$ cat config.mk
export PLATFORM = sky130hd
export DESIGN_NAME = cmdreq_ctrl
export DESIGN_NICKNAME = d
export VERILOG_FILES = /design/src/rtl/cmdreq_pkg.sv /design/src/rtl/cmdreq_check.sv /design/src/rtl/cmdreq_timer.sv /design/src/rtl/cmdreq_ctrl.sv
export SDC_FILE = /design/constraint.sdc
export NUM_CORES = 1
export LEC_CHECK = 0
export ABC_CLOCK_PERIOD_IN_PS = 9250
export CAP_MARGIN = 5
export CORE_ASPECT_RATIO = 0.7
export CORE_MARGIN = 2
export CORE_UTILIZATION = 25
export DETAILED_ROUTE_END_ITERATION = 6
export GPL_ROUTABILITY_DRIVEN = 0
export PLACE_DENSITY = 0.59
export REMOVE_ABC_BUFFERS = 1
export SLEW_MARGIN = 20
export SYNTH_ARGS = -nofsm -noshare
export SYNTH_HDL_FRONTEND = slang
export SYNTH_HIERARCHICAL = 1
export SYNTH_SLANG_ARGS = --single-unit
$ cat constraint.sdc
create_clock -name clk -period 9.25 [get_ports clk]
set_clock_uncertainty 0.05 [all_clocks]
set_input_delay 1.85 -clock clk [delete_from_list [all_inputs] [get_ports clk]]
set_output_delay 1.85 -clock clk [all_outputs]
set_load 0.005 [all_outputs]
$ cat src/rtl/cmdreq_pkg.sv
package cmdreq_pkg;

  localparam logic [2:0] CMD_IDENT  = 3'b000;
  localparam logic [2:0] CMD_SHUTDN = 3'b001;
  localparam logic [2:0] CMD_WRITE  = 3'b010;
  localparam logic [2:0] CMD_READ   = 3'b011;
  localparam logic [2:0] CMD_ADMX   = 3'b100;
  localparam logic [2:0] CMD_RSV0   = 3'b101;
  localparam logic [2:0] CMD_FLUSH  = 3'b110;
  localparam logic [2:0] CMD_RSV1   = 3'b111;

  localparam int ERR_ADM_TO = 2;
  localparam int ERR_IO_TO  = 4;
  localparam int ERR_BLKSZ  = 6;
  localparam int ERR_REJECT = 9;

  typedef enum logic [2:0] {
    ST_INIT  = 3'd0,
    ST_IDLE  = 3'd1,
    ST_REJ   = 3'd2,
    ST_RUN   = 3'd3,
    ST_FAULT = 3'd4
  } state_t;

  function automatic logic is_io_cmd(input logic [2:0] c);
    return (c == CMD_WRITE) || (c == CMD_READ) || (c == CMD_FLUSH);
  endfunction

endpackage

$ cat src/rtl/cmdreq_check.sv
module cmdreq_check
  import cmdreq_pkg::*;
#(
  parameter int AW = 48
) (
  input  logic [2:0]    cmd,
  input  logic [AW-1:0] addr,
  input  logic [AW-1:0] len,
  input  logic [AW-1:0] cap,
  input  logic          blk4k,
  output logic          ok
);
  logic [AW:0] end_sum;
  logic        is_rw, is_rsv, range_ok, align_ok;

  always_comb begin
    end_sum  = {1'b0, addr} + {1'b0, len};
    is_rw    = (cmd == CMD_WRITE) || (cmd == CMD_READ);
    is_rsv   = (cmd == CMD_RSV0) || (cmd == CMD_RSV1);
    range_ok = (len != '0) && (end_sum <= {1'b0, cap});
    align_ok = !blk4k || ((addr[2:0] == 3'b000) && (len[2:0] == 3'b000));
    ok       = !is_rsv && (!is_rw || (range_ok && align_ok));
  end

endmodule

$ cat src/rtl/cmdreq_timer.sv
module cmdreq_timer #(
  parameter int TW = 32
) (
  input  logic          clk,
  input  logic          rst_n,
  input  logic          load,
  input  logic          run,
  input  logic [TW-1:0] limit_in,
  output logic          expired
);
  logic [TW-1:0] lim_q, lim_d;
  logic [TW-1:0] cnt_q, cnt_d;

  always_comb begin
    lim_d = lim_q;
    cnt_d = cnt_q;
    if (load) begin
      lim_d = limit_in;
      cnt_d = '0;
    end else if (run) begin
      cnt_d = cnt_q + 1'b1;
    end
  end

  always_ff @(posedge clk or negedge rst_n) begin
    if (!rst_n) begin
      lim_q <= '0;
      cnt_q <= '0;
    end else if (load || run) begin
      lim_q <= lim_d;
      cnt_q <= cnt_d;
    end
  end

  assign expired = run && (lim_q != '0) && (cnt_q == lim_q - 1'b1);

  // the controller must leave the run state before the window overruns
  p_cnt_in_window_r8: assert property (@(posedge clk) disable iff (!rst_n)
    (run && lim_q != '0) |-> (cnt_q < lim_q));

endmodule

$ cat src/rtl/cmdreq_ctrl.sv
module cmdreq_ctrl
  import cmdreq_pkg::*;
#(
  parameter int AW = 48,
  parameter int TW = 32,
  parameter int EW = 32
) (
  input  logic          clk,
  input  logic          rst_n,
  input  logic          init_done,
  input  logic          req,
  input  logic [2:0]    cmd,
  input  logic [AW-1:0] addr,
  input  logic [AW-1:0] len,
  input  logic [TW-1:0] to_limit,
  output logic          busy,
  output logic          err,
  output logic [EW-1:0] err_type,
  output logic [AW-1:0] capacity,
  output logic          blk4k,
  output logic          be_start,
  output logic [2:0]    be_cmd,
  output logic [AW-1:0] be_addr,
  output logic [AW-1:0] be_len,
  input  logic          be_done,
  input  logic [AW-1:0] be_cap,
  input  logic [1:0]    be_blk_sel
);
  state_t        st_q, st_d;
  logic [2:0]    cmd_q, cmd_d;
  logic [AW-1:0] addr_q, addr_d, len_q, len_d, cap_q, cap_d;
  logic          b4k_q, b4k_d, start_q, start_d, err_q, err_d;
  logic [EW-1:0] et_q, et_d;
  logic          params_ok, t_load, t_run, t_exp;

  cmdreq_check #(.AW(AW)) u_check (
    .cmd(cmd), .addr(addr), .len(len), .cap(cap_q), .blk4k(b4k_q), .ok(params_ok)
  );

  assign t_load = (st_q == ST_IDLE) && req && params_ok;
  assign t_run  = (st_q == ST_RUN);

  cmdreq_timer #(.TW(TW)) u_timer (
    .clk(clk), .rst_n(rst_n), .load(t_load), .run(t_run),
    .limit_in(to_limit), .expired(t_exp)
  );

  always_comb begin
    st_d    = st_q;
    cmd_d   = cmd_q;
    addr_d  = addr_q;
    len_d   = len_q;
    cap_d   = cap_q;
    b4k_d   = b4k_q;
    err_d   = err_q;
    et_d    = et_q;
    start_d = 1'b0;
    unique case (st_q)
      ST_INIT: if (init_done) st_d = ST_IDLE;
      ST_IDLE: begin
        if (req) begin
          if (params_ok) begin
            st_d    = ST_RUN;
            cmd_d   = cmd;
            addr_d  = addr;
            len_d   = len;
            start_d = 1'b1;
          end else begin
            st_d             = ST_REJ;
            et_d[ERR_REJECT] = 1'b1;
            err_d            = 1'b1;
          end
        end
      end
      ST_REJ: st_d = ST_IDLE;
      ST_RUN: begin
        if (be_done) begin
          st_d = ST_IDLE;
          if (cmd_q == CMD_IDENT) begin
            if (be_blk_sel[1]) begin
              st_d            = ST_FAULT;
              et_d[ERR_BLKSZ] = 1'b1;
              err_d           = 1'b1;
            end else begin
              cap_d = be_cap;
              b4k_d = be_blk_sel[0];
            end
          end
        end else if (t_exp) begin
          st_d  = ST_FAULT;
          err_d = 1'b1;
          if (is_io_cmd(cmd_q)) et_d[ERR_IO_TO] = 1'b1;
          else                  et_d[ERR_ADM_TO] = 1'b1;
        end
      end
      ST_FAULT: st_d = ST_FAULT;
      default:  st_d = ST_FAULT;
    endcase
  end

  always_ff @(posedge clk or negedge rst_n) begin
    if (!rst_n) begin
      st_q    <= ST_INIT;
      cmd_q   <= '0;
      addr_q  <= '0;
      len_q   <= '0;
      cap_q   <= '0;
      b4k_q   <= 1'b0;
      err_q   <= 1'b0;
      et_q    <= '0;
      start_q <= 1'b0;
    end else begin
      st_q    <= st_d;
      start_q <= start_d;
      err_q   <= err_d;
      et_q    <= et_d;
      if (t_load) begin
        cmd_q  <= cmd_d;
        addr_q <= addr_d;
        len_q  <= len_d;
      end
      if (t_run && be_done) begin
        cap_q <= cap_d;
        b4k_q <= b4k_d;
      end
    end
  end

  assign busy     = (st_q != ST_IDLE);
  assign err      = err_q;
  assign err_type = et_q;
  assign capacity = cap_q;
  assign blk4k    = b4k_q;
  assign be_start = start_q;
  assign be_cmd   = cmd_q;
  assign be_addr  = addr_q;
  assign be_len   = len_q;

  p_start_needs_req_r2: assert property (@(posedge clk) disable iff (!rst_n)
    be_start |-> ($past(req) && !$past(busy)));
  p_busy_on_start_r2: assert property (@(posedge clk) disable iff (!rst_n)
    be_start |-> busy);
  p_no_rsv_start_r3: assert property (@(posedge clk) disable iff (!rst_n)
    be_start |-> (be_cmd != CMD_RSV0 && be_cmd != CMD_RSV1));
  p_reject_no_start_r6: assert property (@(posedge clk) disable iff (!rst_n)
    $rose(et_q[ERR_REJECT]) |-> (!be_start && busy));
  p_param_hold_r7: assert property (@(posedge clk) disable iff (!rst_n)
    (busy && $past(busy)) |-> ($stable(be_addr) && $stable(be_len) && $stable(be_cmd)));
  p_blksz_fault_r10: assert property (@(posedge clk) disable iff (!rst_n)
    $rose(et_q[ERR_BLKSZ]) |-> (busy && $past(cmd_q) == CMD_IDENT));
  p_err_flag_r11: assert property (@(posedge clk) disable iff (!rst_n)
    err == (err_type != '0));
  p_err_sticky_r11: assert property (@(posedge clk) disable iff (!rst_n)
    $past(err) |-> err);

endmodule

==> out/metrics.yaml, run 1 <==
global_route:
  grt_pass1_vias: 12067
  grt_pass1_wl_mm: 72.6
  grt_overflow: 0
  track_usage: 0.157
  grt_max_degree: 95
  antenna_found_initial: 10
layout:
  nets: 1984
  layout.cells.non_filler: 2469
  area_delta_synth_final_pct: 33.8
  num-fill-cells: 5690
  drive_above_1_share: 0.149
  final_area_sq_mm: 0.0192
clocking:
  cts_tree: "yes"
  cts_sinks: 221
  clkTransAtPathRegs_ns: 0.06
  postCtsSetupBuffers: 0
  clockBufferDepth: 3
  cts.repair.resized: 0
  ctsHoldBuffers: 0
  clkLatencyLatePin_ns: 0.56
  cts_buffers: 25
  h-tree-depth: 1
  clk_root_buffer_cell: "clkbuf_16"
critical_path:
  startpoint_type: "input pin"
  crit_family: "compound AO/OA/AOI/OAI gates"
  crit_fanout: 50
  reg2reg_depth: 14
  path_cells: "clkdlybuf4s50_1 > ha_1 > fa_1 > a211oi_1 > o21ai_0 > a32o_1 > and3_1 > o21ai_1 > o21ai_0 > a221oi_1 > xnor2_1 > ha_1 > nand4_1 > nor4_1 > a41oi_1 > o211a_1 > a211oi_1 > a221o_1 > and3_4 > buf_12 > mux2_2"
  worstPathArrival_ns: 8.52
  end_kind: "flop"
  critPathKind: "in -> reg"
  cp_slowest_cell: "clkdlybuf4s50_1"
  r2r_slack_ns: 4.95
  r2r-end: "be_addr[28]"
  cp.buffers_inverters: 2
  r2r_start: "capacity[3]"
  cp_data_required_time_ns: 9.64
  slowest_delay_ns: 0.49
synth:
  synth-edff-count: 0
  synth-seq-area-share: 0.386
  synth_area_sq_mm: 0.0143
  yosysMostFrequentCell: "dfrtp_1"
  async_flop_share: 1.00
  synth_flop_cell: "dfrtp_1"
  synthCells: 1373
  yosys.area.top_type: "dfrtp_1"
  ys_seq_elements: 221
  netlist_top_cells_area: "dfrtp_1 39%, mux2_2 13%, ha_1 8.7%, xnor2_1 3.5%, xor2_1 3.2%"
  yosysWarnings: 6
  synthTopCellsByCount: "221 x dfrtp_1, 168 x mux2_2, 99 x ha_1"
  synth_top_area_frac: 0.386
  syn_area_per_cell_sq_um: 10.4
  synth.distinct_cells: 92
placed_design:
  port_buffers: 340
  dpl_cell_area_sq_mm: 0.0184
  hpwl_mm: 37.7
  placed_cells: 2421
timing:
  worstMarginPinSlew_ns: 0.930
  rsz0062_at_grt: "false"
  timing_hold_violations_final: 0
  slew_viol_final: 0
  finalSetupTns_ns: 0
  fmaxAchievable_mhz: 123
  fin_crit_ns: 8.13
  fin_crit_sh: 0.879
  slew-limit-headroom: 0.372
  setup_viol: 0
floorplanning:
  initial_utilization: 0.253
  coreArea_sq_mm: 0.0566
  num_rows: 73
  die_height_um: 204
  dieArea_sq_mm: 0.0592
  die_w_um: 290
  ioPinCount: 369
power:
  p_clk_frac: 0.203
  ir_worst_vdd_mv: 0.167
  switching_share: 0.353
  power_frac_seq: 0.368
  p_leak_nw: 7.98
  p_sw_mw: 1.73
  p_comb_frac: 0.429
  internal-power_mw: 3.18
  p_per_area_mw_per_mm2: 256
drt:
  detail_route.wl_per_cell_um: 19.2
  dr.pass1.iters: 5
  drtIter0Drc: 712
  viasPerCell: 4.83
  vias: 11913
  drt-total-wl_mm: 47.5
  drcViolationCount: 0
  ant_nets: 0
hold_path:
  holdPathStages: 1
  hold_end: "err_type[9]"
  worstHoldStart: "err_type[9]"
  hp-class: "reg -> reg"
flow_run:
  cap_violations: 0
outcome:
  status: "finished clean"
==> power groups by stage <==
stage / clock [mW] / sequential (mW) / combinational (mW)
5_1_grt: 1.07 / 1.87 / 2.30
4_1_cts: 1.04 / 1.81 / 2.12
6_report: 0.996 / 1.81 / 2.11
3_3_place_gp: 0 / 1.80 / 2.07
2_1_floorplan: 0 / 1.73 / 1.11
3_5_place_dp: 0 / 1.82 / 2.11
==> through the flow <==
stage / setup WS, ns / utilization / power [mW] / hold WS (ns)
detailed placement: 0.509 / 0.324 / 3.93 / 0.432
floorplan: -0.640 / - / 2.84 / 0.410
global placement: 0.588 / 0.324 / 3.87 / 0.423
global route: 0.675 / 0.338 / 5.25 / 0.447
CTS: 1.07 / 0.338 / 4.97 / 0.443
finish: 1.12 / 0.338 / 4.91 / 0.431
==> metal layers <==
layer	routed length, um	vias to the layer above	global-route usage
met5	77	-	0
met4	829	12	0.0283
met3	2750	58	0.0362
met2	20500	340	0.240
met1	23300	5889	0.226
li1	-	5614	-
==> how the worst max path moves through the flow <==
stage | start | end | cells after the start
3_5_place_dp | addr[0] | be_addr[31] | 21
5_1_grt | addr[0] | be_addr[31] | 21
6_report | addr[0] | be_addr[28] | 21
3_3_place_gp | addr[1] | be_addr[26] | 20
2_1_floorplan | addr[0] | u_timer/lim_q[0] | 19
4_1_cts | addr[0] | be_addr[28] | 21
==> sequential cells by signal, summed over array words and instances (netlist names) <==
register / flops
blk4k: 1
be_len: 48
be_addr: 48
be_start: 1
u_timer/lim_q: 32
capacity: 48
st_q: 3
err_type: 4
err: 1
u_timer/cnt_q: 32
be_cmd: 3
==> cell type report <==
type / count / area [sq um] / area share
diodes: 2 / 5.00 / 0.000261
clock buffers: 36 / 707 / 0.0369
clock inverters: 10 / 91.3 / 0.00477
multi-input cells: 1026 / 8080 / 0.422
flip-flops and latches: 221 / 5530 / 0.289
repair buffers: 350 / 3520 / 0.184
inverters: 74 / 278 / 0.0145
well taps: 750 / 938 / 0.0490
==> cell usage in the layout, fill, tap and decap left out, drive strengths merged, types with 13 or more instances in the layout <==
master | synthesis | layout
clkdlybuf4s50 | 0 | 339
clkbuf | 27 | 36
xor2 | 53 | 53
nor2b | 14 | 14
nor2 | 72 | 72
and3 | 13 | 13
xnor2 | 57 | 57
mux2 | 178 | 178
o21ai | 45 | 45
o21bai | 17 | 17
conb | 1 | 28
nand2 | 60 | 60
nor4 | 29 | 29
a21o | 39 | 39
ha | 99 | 99
nor3 | 29 | 29
dfrtp | 221 | 221
nand4 | 41 | 41
inv | 74 | 75
a21oi | 69 | 69
nand3 | 37 | 37
==> cell families (layout without fill, tap and decap cells) <==
| group | count (synthesis) | after routing | share of synthesized area |
|---|---|---|---|
| fa+ha+maj | 100 | 100 | 0.0880 |
| compound gates | 250 | 250 | 0.120 |
| flops | 221 | 221 | 0.386 |
| mux | 181 | 181 | 0.142 |
| other cells | 1 | 30 | 0.000262 |
| simple gates | 357 | 357 | 0.140 |
| buf+inv | 153 | 470 | 0.0561 |
| xor+xnor | 110 | 110 | 0.0673 |
(Power assumes the default switching activity.)
==> run 2: changes to the inputs <==
Settings changed: CAP_MARGIN 5 to unset, DONT_BUFFER_PORTS set to 1, PLACE_DENSITY 0.59 to 0.5.
==> run 2 against run 1 <==
- global-route usage down 0.95 points
- combinational power down 36%
- setup slack better by 0.30 ns
- utilization down 5.9 points
- hold slack better by 0.031 ns
- critical path depth down 1
- maximum frequency up 3.8%
- sequential power up 4%
- first-iteration DRC count down 3.1%
- die area unchanged
- non-clock buffer count down 342
- highest routed layer is now met4
==> out/metrics.yaml, run 2 (synthesis results as in run 1) <==
drt:
  viasPerCell: 4.96  # was 4.83
  vias: 10543  # was 11913
  drcViolationCount: 0  # unchanged
  drtIter0Drc: 690  # was 712
  drt-total-wl_mm: 44.6  # was 47.5 mm
  dr.pass1.iters: 5  # unchanged
  ant_nets: 0  # unchanged
  detail_route.wl_per_cell_um: 21.0  # was 19.2 um
outcome:
  status: "finished clean"  # unchanged
global_route:
  grt_use_met3: 0.0457  # was 0.0362
  grt_pass1_vias: 10664  # was 12067
  met2_usage: 0.216  # was 0.240
  busiest_layer: "met2"  # unchanged
  met1_usage: 0.211  # was 0.226
  grt_max_degree: 222  # was 95
  grt_overflow: 0  # unchanged
  antenna_found_initial: 3  # was 10
  grt_pass1_wl_mm: 67.5  # was 72.6 mm
  track_usage: 0.147  # was 0.157
timing:
  timing_hold_violations_final: 0  # unchanged
  worstMarginPinSlew_ns: 1.01  # was 0.930 ns
  fin_crit_ns: 7.83  # was 8.13 ns
  fin_ws_ns: 1.42  # was 1.12 ns
  slew-limit-headroom: 0.315  # was 0.372
  setup_viol: 0  # unchanged
  rsz0062_at_grt: "false"  # unchanged
  fin_crit_sh: 0.846  # was 0.879
  fmaxAchievable_mhz: 128  # was 123 MHz
  slew_viol_final: 0  # unchanged
critical_path:
  worstPathArrival_ns: 8.21  # was 8.52 ns
  cp_slowest_cell: "and3_4"  # was clkdlybuf4s50_1
  startpoint_type: "input pin"  # unchanged
  path_cells: "ha_1 > fa_1 > a211oi_1 > o21ai_0 > a32o_1 > and3_1 > o21ai_1 > o21ai_0 > a221oi_1 > xnor2_1 > ha_1 > nand4_1 > nor4_1 > a41oi_1 > o211a_1 > a211oi_1 > a221o_1 > and3_4 > buf_4 > mux2_2"  # was clkdlybuf4s50_1 > ha_1 > fa_1 > a211oi_1 > o21ai_0 > a32o_1 > and3_1 > o21ai_1 > o21ai_0 > a221oi_1 > xnor2_1 > ha_1 > nand4_1 > nor4_1 > a41oi_1 > o211a_1 > a211oi_1 > a221o_1 > and3_4 > buf_12 > mux2_2
  cp_data_required_time_ns: 9.63  # was 9.64 ns
  critPathKind: "in -> reg"  # unchanged
  slowest_delay_ns: 0.60  # was 0.49 ns
  crit_family: "compound AO/OA/AOI/OAI gates"  # unchanged
  crit_fanout: 40  # was 50
  r2r_slack_ns: 4.89  # was 4.95 ns
  cp.buffers_inverters: 1  # was 2
  end_kind: "flop"  # unchanged
hold_path:
  hp-class: "reg -> reg"  # unchanged
floorplanning:
  coreArea_sq_mm: 0.0566  # unchanged
  initial_utilization: 0.253  # unchanged
  ioPinCount: 369  # unchanged
  dieArea_sq_mm: 0.0592  # unchanged
  die_w_um: 290  # unchanged
  num_rows: 73  # unchanged
  die_height_um: 204  # unchanged
clocking:
  postCtsSetupBuffers: 0  # unchanged
  cts_tree: "yes"  # unchanged
  clockBufferDepth: 3  # unchanged
  cts_buffers: 26  # was 25
  clkTransAtPathRegs_ns: 0.06  # about the same
  clkLatencyLatePin_ns: 0.56  # about the same
  cts.repair.resized: 0  # unchanged
  cts_sinks: 221  # unchanged
  ctsHoldBuffers: 0  # unchanged
  h-tree-depth: 1  # unchanged
  clk_root_buffer_cell: "clkbuf_16"  # unchanged
placed_design:
  port_buffers: 0  # was 340
  post-place-ws_ns: 0.788  # was 0.509 ns
  hpwl_mm: 35.6  # was 37.7 mm
  placed_cells: 2079  # was 2421
  dpl_cell_area_sq_mm: 0.0149  # was 0.0184 sq mm
power:
  p_per_area_mw_per_mm2: 274  # was 256 mW/mm^2
  p_comb_frac: 0.313  # was 0.429
  p_sw_mw: 1.59  # was 1.73 mW
  ir_worst_vdd_mv: 0.193  # was 0.167 mV
  power_mw: 4.33  # was 4.91 mW
  p_clk_frac: 0.251  # was 0.203
  internal-power_mw: 2.74  # was 3.18 mW
  power_frac_seq: 0.436  # was 0.368
  p_leak_nw: 6.72  # was 7.98 nW
  switching_share: 0.367  # was 0.353
layout:
  drive_above_1_share: 0.189  # was 0.149
  layout.cells.non_filler: 2126  # was 2469
  layout_common_cells: "221 x dfrtp_1, 168 x mux2_2, 99 x ha_1"  # was 339 x clkdlybuf4s50_1, 221 x dfrtp_1, 168 x mux2_2
  diodes: 0  # was 2
  num-fill-cells: 5937  # was 5690
  mostFrequentLayoutCell: "dfrtp_1"  # was clkdlybuf4s50_1
  nets: 1643  # was 1984
  area_delta_synth_final_pct: 10.5  # was 33.8%
  final_area_sq_mm: 0.0158  # was 0.0192 sq mm
flow_run:
  cap_violations: 0  # unchanged
==> run 2: cell types whose count changed in the layout (fill, tap and decap cells not counted), moves of 3 or more <==
cell	change
clkinv_2	+4
clkdlybuf4s50_1	-339
bufinv_16	+3
clkbuf_1	-6
clkbuf_8	-4
==> run 2: area by class of cell <==
| class | instances | area [sq um] | share of cell area |
|---|---|---|---|
| timing repair buffer | 8 | 85.1 | 0.00538 |
| sequential | 221 | 5530 | 0.350 |
| clock buffer | 28 | 679 | 0.0430 |
| clock inverter | 19 | 220 | 0.0139 |
| inverter | 74 | 278 | 0.0176 |
| multi-input combinational | 1026 | 8080 | 0.511 |
| tap | 750 | 938 | 0.0593 |
==> run 2: layer usage <==
metal	up-vias	wire length, um
li1	4916	-
met1	5269	21600
met2	300	18800
met3	58	3310
met4	0	873
met5	-	0
==> run 2: worst reg2reg max path: stages (launching register included) <==
cell	delay, ns
dfrtp_1	0.42
inv_1	0.06
ha_1	0.35
nor2b_1	0.15
o21bai_1	0.27
a21boi_0	0.14
o41ai_1	0.48
a211oi_1	0.15
o211a_1	0.22
a211oi_1	0.31
a221o_1	0.27
and3_4	0.60
buf_4	0.39
mux2_2	0.39
==> run 2: final timing paths <==
check	start	to	cells past startpoint
min	err_type[2]	err_type[2]	1
max	addr[0]	be_addr[5]	20
max in group asynchronous	rst_n	capacity[6]	0
min reg2reg	err_type[2]	err_type[2]	1
max reg2reg	capacity[1]	be_addr[5]	13
min in group asynchronous	rst_n	be_addr[36]	0
==> run 2: power groups by stage <==
stage               Combinational (mW)  Clock, mW  Sequential [mW]
finish                            1.36       1.09             1.89
global route                      1.53       1.17             1.96
CTS                               1.37       1.13             1.90
detailed placement                1.36          0             1.91
global placement                  1.32          0             1.90
floorplan                         1.11          0             1.73
==> run 2: stage by stage <==
step	utilization	TNS (ns)	hold WS (ns)
2_1_floorplan	-	-93.69	0.410
3_3_place_gp	0.263	0	0.451
3_5_place_dp	0.263	0	0.451
4_1_cts	0.279	0	0.466
5_1_grt	0.279	0	0.475
6_report	0.279	0	0.462
==> run 3: changes to the inputs <==
Settings changed: ABC_CLOCK_PERIOD_IN_PS 9250 to 7640.
Clock period 9.25 ns to 7.64 ns, I/O delays scaled along.
==> run 3 against run 2 <==
- combinational power is 22% higher
- via count fell by 0.12%
- final cell count hardly changed
- sequential share of layout area down 0.066 points
- sequential power up 21%
- register-to-register slack got worse by 1.2 ns
- count of clock-buffer cells in the layout grew 4
- first-iteration DRC count up 8.4%
- largest power group unchanged
- highest routed layer unchanged
==> out/metrics.yaml, run 3 (synthesis results as in run 1) <==
layout:
  ff_latch_area_sq_mm: 0.00553  # unchanged
  layout_common_cells: "221 x dfrtp_1, 168 x mux2_2, 99 x ha_1"  # unchanged
  final_area_sq_mm: 0.0158  # about the same
  nets: 1646  # was 1643
  num-fill-cells: 5870  # was 5937
  mostFrequentLayoutCell: "dfrtp_1"  # unchanged
  area_delta_synth_final_pct: 10.7  # was 10.5%
  multi_input_area_sq_mm: 0.00808  # unchanged
  drive_above_1_share: 0.188  # was 0.189
critical_path:
  cp_slowest_cell: "nor4_1"  # was and3_4
  crit_family: "compound AO/OA/AOI/OAI gates"  # unchanged
  worstPathArrival_ns: 7.38  # was 8.21 ns
  path_cells: "ha_1 > fa_1 > a211oi_1 > o21ai_0 > a32o_1 > and3_1 > o21ai_1 > o21ai_0 > a221oi_1 > xnor2_1 > ha_1 > nand4_1 > nor4_1 > a41oi_1 > o211a_1 > a211oi_1 > a221o_1 > and3_4 > buf_12 > mux2_2"  # was ha_1 > fa_1 > a211oi_1 > o21ai_0 > a32o_1 > and3_1 > o21ai_1 > o21ai_0 > a221oi_1 > xnor2_1 > ha_1 > nand4_1 > nor4_1 > a41oi_1 > o211a_1 > a211oi_1 > a221o_1 > and3_4 > buf_4 > mux2_2
  critPathKind: "in -> reg"  # unchanged
  crit_fanout: 47  # was 40
  startpoint_type: "input pin"  # unchanged
  cp_data_required_time_ns: 8.02  # was 9.63 ns
  end_kind: "flop"  # unchanged
  slowest_delay_ns: 0.55  # was 0.60 ns
  cp.buffers_inverters: 1  # unchanged
floorplanning:
  dieArea_sq_mm: 0.0592  # unchanged
  ioPinCount: 369  # unchanged
  die_height_um: 204  # unchanged
  coreArea_sq_mm: 0.0566  # unchanged
  num_rows: 73  # unchanged
  die_w_um: 290  # unchanged
  initial_utilization: 0.253  # unchanged
global_route:
  grt_pass1_wl_mm: 67.5  # about the same
  antenna_found_initial: 1  # was 3
  grt_overflow: 0  # unchanged
  track_usage: 0.147  # about the same
  grt_pass1_vias: 10548  # was 10664
  grt_max_degree: 222  # unchanged
power:
  p_leak_nw: 6.73  # was 6.72 nW
  p_per_area_mw_per_mm2: 331  # was 274 mW/mm^2
  power_mw: 5.25  # was 4.33 mW
  ir_worst_vdd_mv: 0.191  # was 0.193 mV
drt:
  drt-total-wl_mm: 44.6  # about the same
  drtIter0Drc: 748  # was 690
  detail_route.wl_per_cell_um: 21.0  # about the same
  vias: 10530  # was 10543
  drcViolationCount: 0  # unchanged
  dr.pass1.iters: 5  # unchanged
  viasPerCell: 4.95  # was 4.96
  ant_nets: 0  # unchanged
placed_design:
  port_buffers: 0  # unchanged
  hpwl_mm: 35.6  # about the same
  dpl_cell_area_sq_mm: 0.0150  # was 0.0149 sq mm
timing:
  worstMarginPinSlew_ns: 1.09  # was 1.01 ns
  rsz0062_at_grt: "false"  # unchanged
  fin_crit_ns: 7.01
  slew-limit-headroom: 0.266  # was 0.315
  slew_viol_final: 0  # unchanged
  timing_hold_violations_final: 0  # unchanged
  setup_viol: 0  # unchanged
  fin_crit_sh: 0.917
  fmaxAchievable_mhz: 143
clocking:
  cts_tree: "yes"  # unchanged
  postCtsSetupBuffers: 0  # unchanged
  cts_sinks: 221  # unchanged
  clk_root_buffer_cell: "clkbuf_16"  # unchanged
  clockBufferDepth: 3  # unchanged
  cts.repair.resized: 0  # unchanged
  cts_buffers: 25  # was 26
  h-tree-depth: 1  # unchanged
  clkTransAtPathRegs_ns: 0.06  # about the same
  clkLatencyLatePin_ns: 0.55  # was 0.56 ns
  ctsHoldBuffers: 0  # unchanged
hold_path:
  hp-class: "reg -> reg"  # unchanged
outcome:
  status: "finished clean"  # unchanged
flow_run:
  cap_violations: 0  # unchanged
run 3: worst reg2reg max path, cell delays in order, from the launching register on:
cell and delay [ns]:
dfrtp_1 0.42, inv_1 0.12, ha_1 0.23, nor3b_2 0.55, nand4_4 0.32, nor4b_2 0.36
xnor2_1 0.11, nor4_1 0.43, o311ai_1 0.21, nor4_2 0.57, nor3b_1 0.16, o21ai_0 0.19
a41oi_1 0.11
run 3: routing by layer:
metal	track usage	share of wire	up-vias
li1	-	-	4923
met1	0.212	0.48	5195
met2	0.215	0.42	361
met3	0.0434	0.081	51
met4	0.0340	0.023	0
met5	0	0	-
run 3: final cells by class:
type	count	share of cell area
diodes	3	0.000474
clock buffers	32	0.0449
clock inverters	9	0.00979
inverters	74	0.0175
multi-input cells	1026	0.510
flip-flops and latches	221	0.349
well taps	750	0.0592
repair buffers	12	0.00884
run 3: final timing paths:
check	start	to	slack (ns)	depth (start not counted)
setup / recovery	addr[0]	be_len[42]	0.63	20
min in group asynchronous	rst_n	be_addr[36]	0.64	0
max in group asynchronous	rst_n	be_len[19]	6.62	0
hold reg to reg	err_type[4]	err_type[4]	0.45	1
setup reg to reg	u_timer/lim_q[0]	st_q[0]	3.66	12
hold / removal	err_type[4]	err_type[4]	0.45	1
run 3: through the flow:
step | instances | util | hold WS, ns | TNS (ns) | setup WS [ns]
after global routing | 2124 | 0.280 | 0.460 | 0 | 0.248
after detailed placement | 2083 | 0.264 | 0.435 | 0 | 0.0474
final | 2127 | 0.280 | 0.454 | 0 | 0.635
after CTS | 2124 | 0.280 | 0.454 | 0 | 0.627
after global placement | 2083 | 0.264 | 0.440 | -4.42 | -0.0472
after floorplan | 1321 | - | 0.410 | -303.63 | -1.93
run 3: report_power, final:
part / switching [mW] / total (mW) / internal [mW]
Sequential: 0.618 / 2.29 / 1.67
Clock: 0.512 / 1.30 / 0.787
Combinational: 0.791 / 1.66 / 0.869
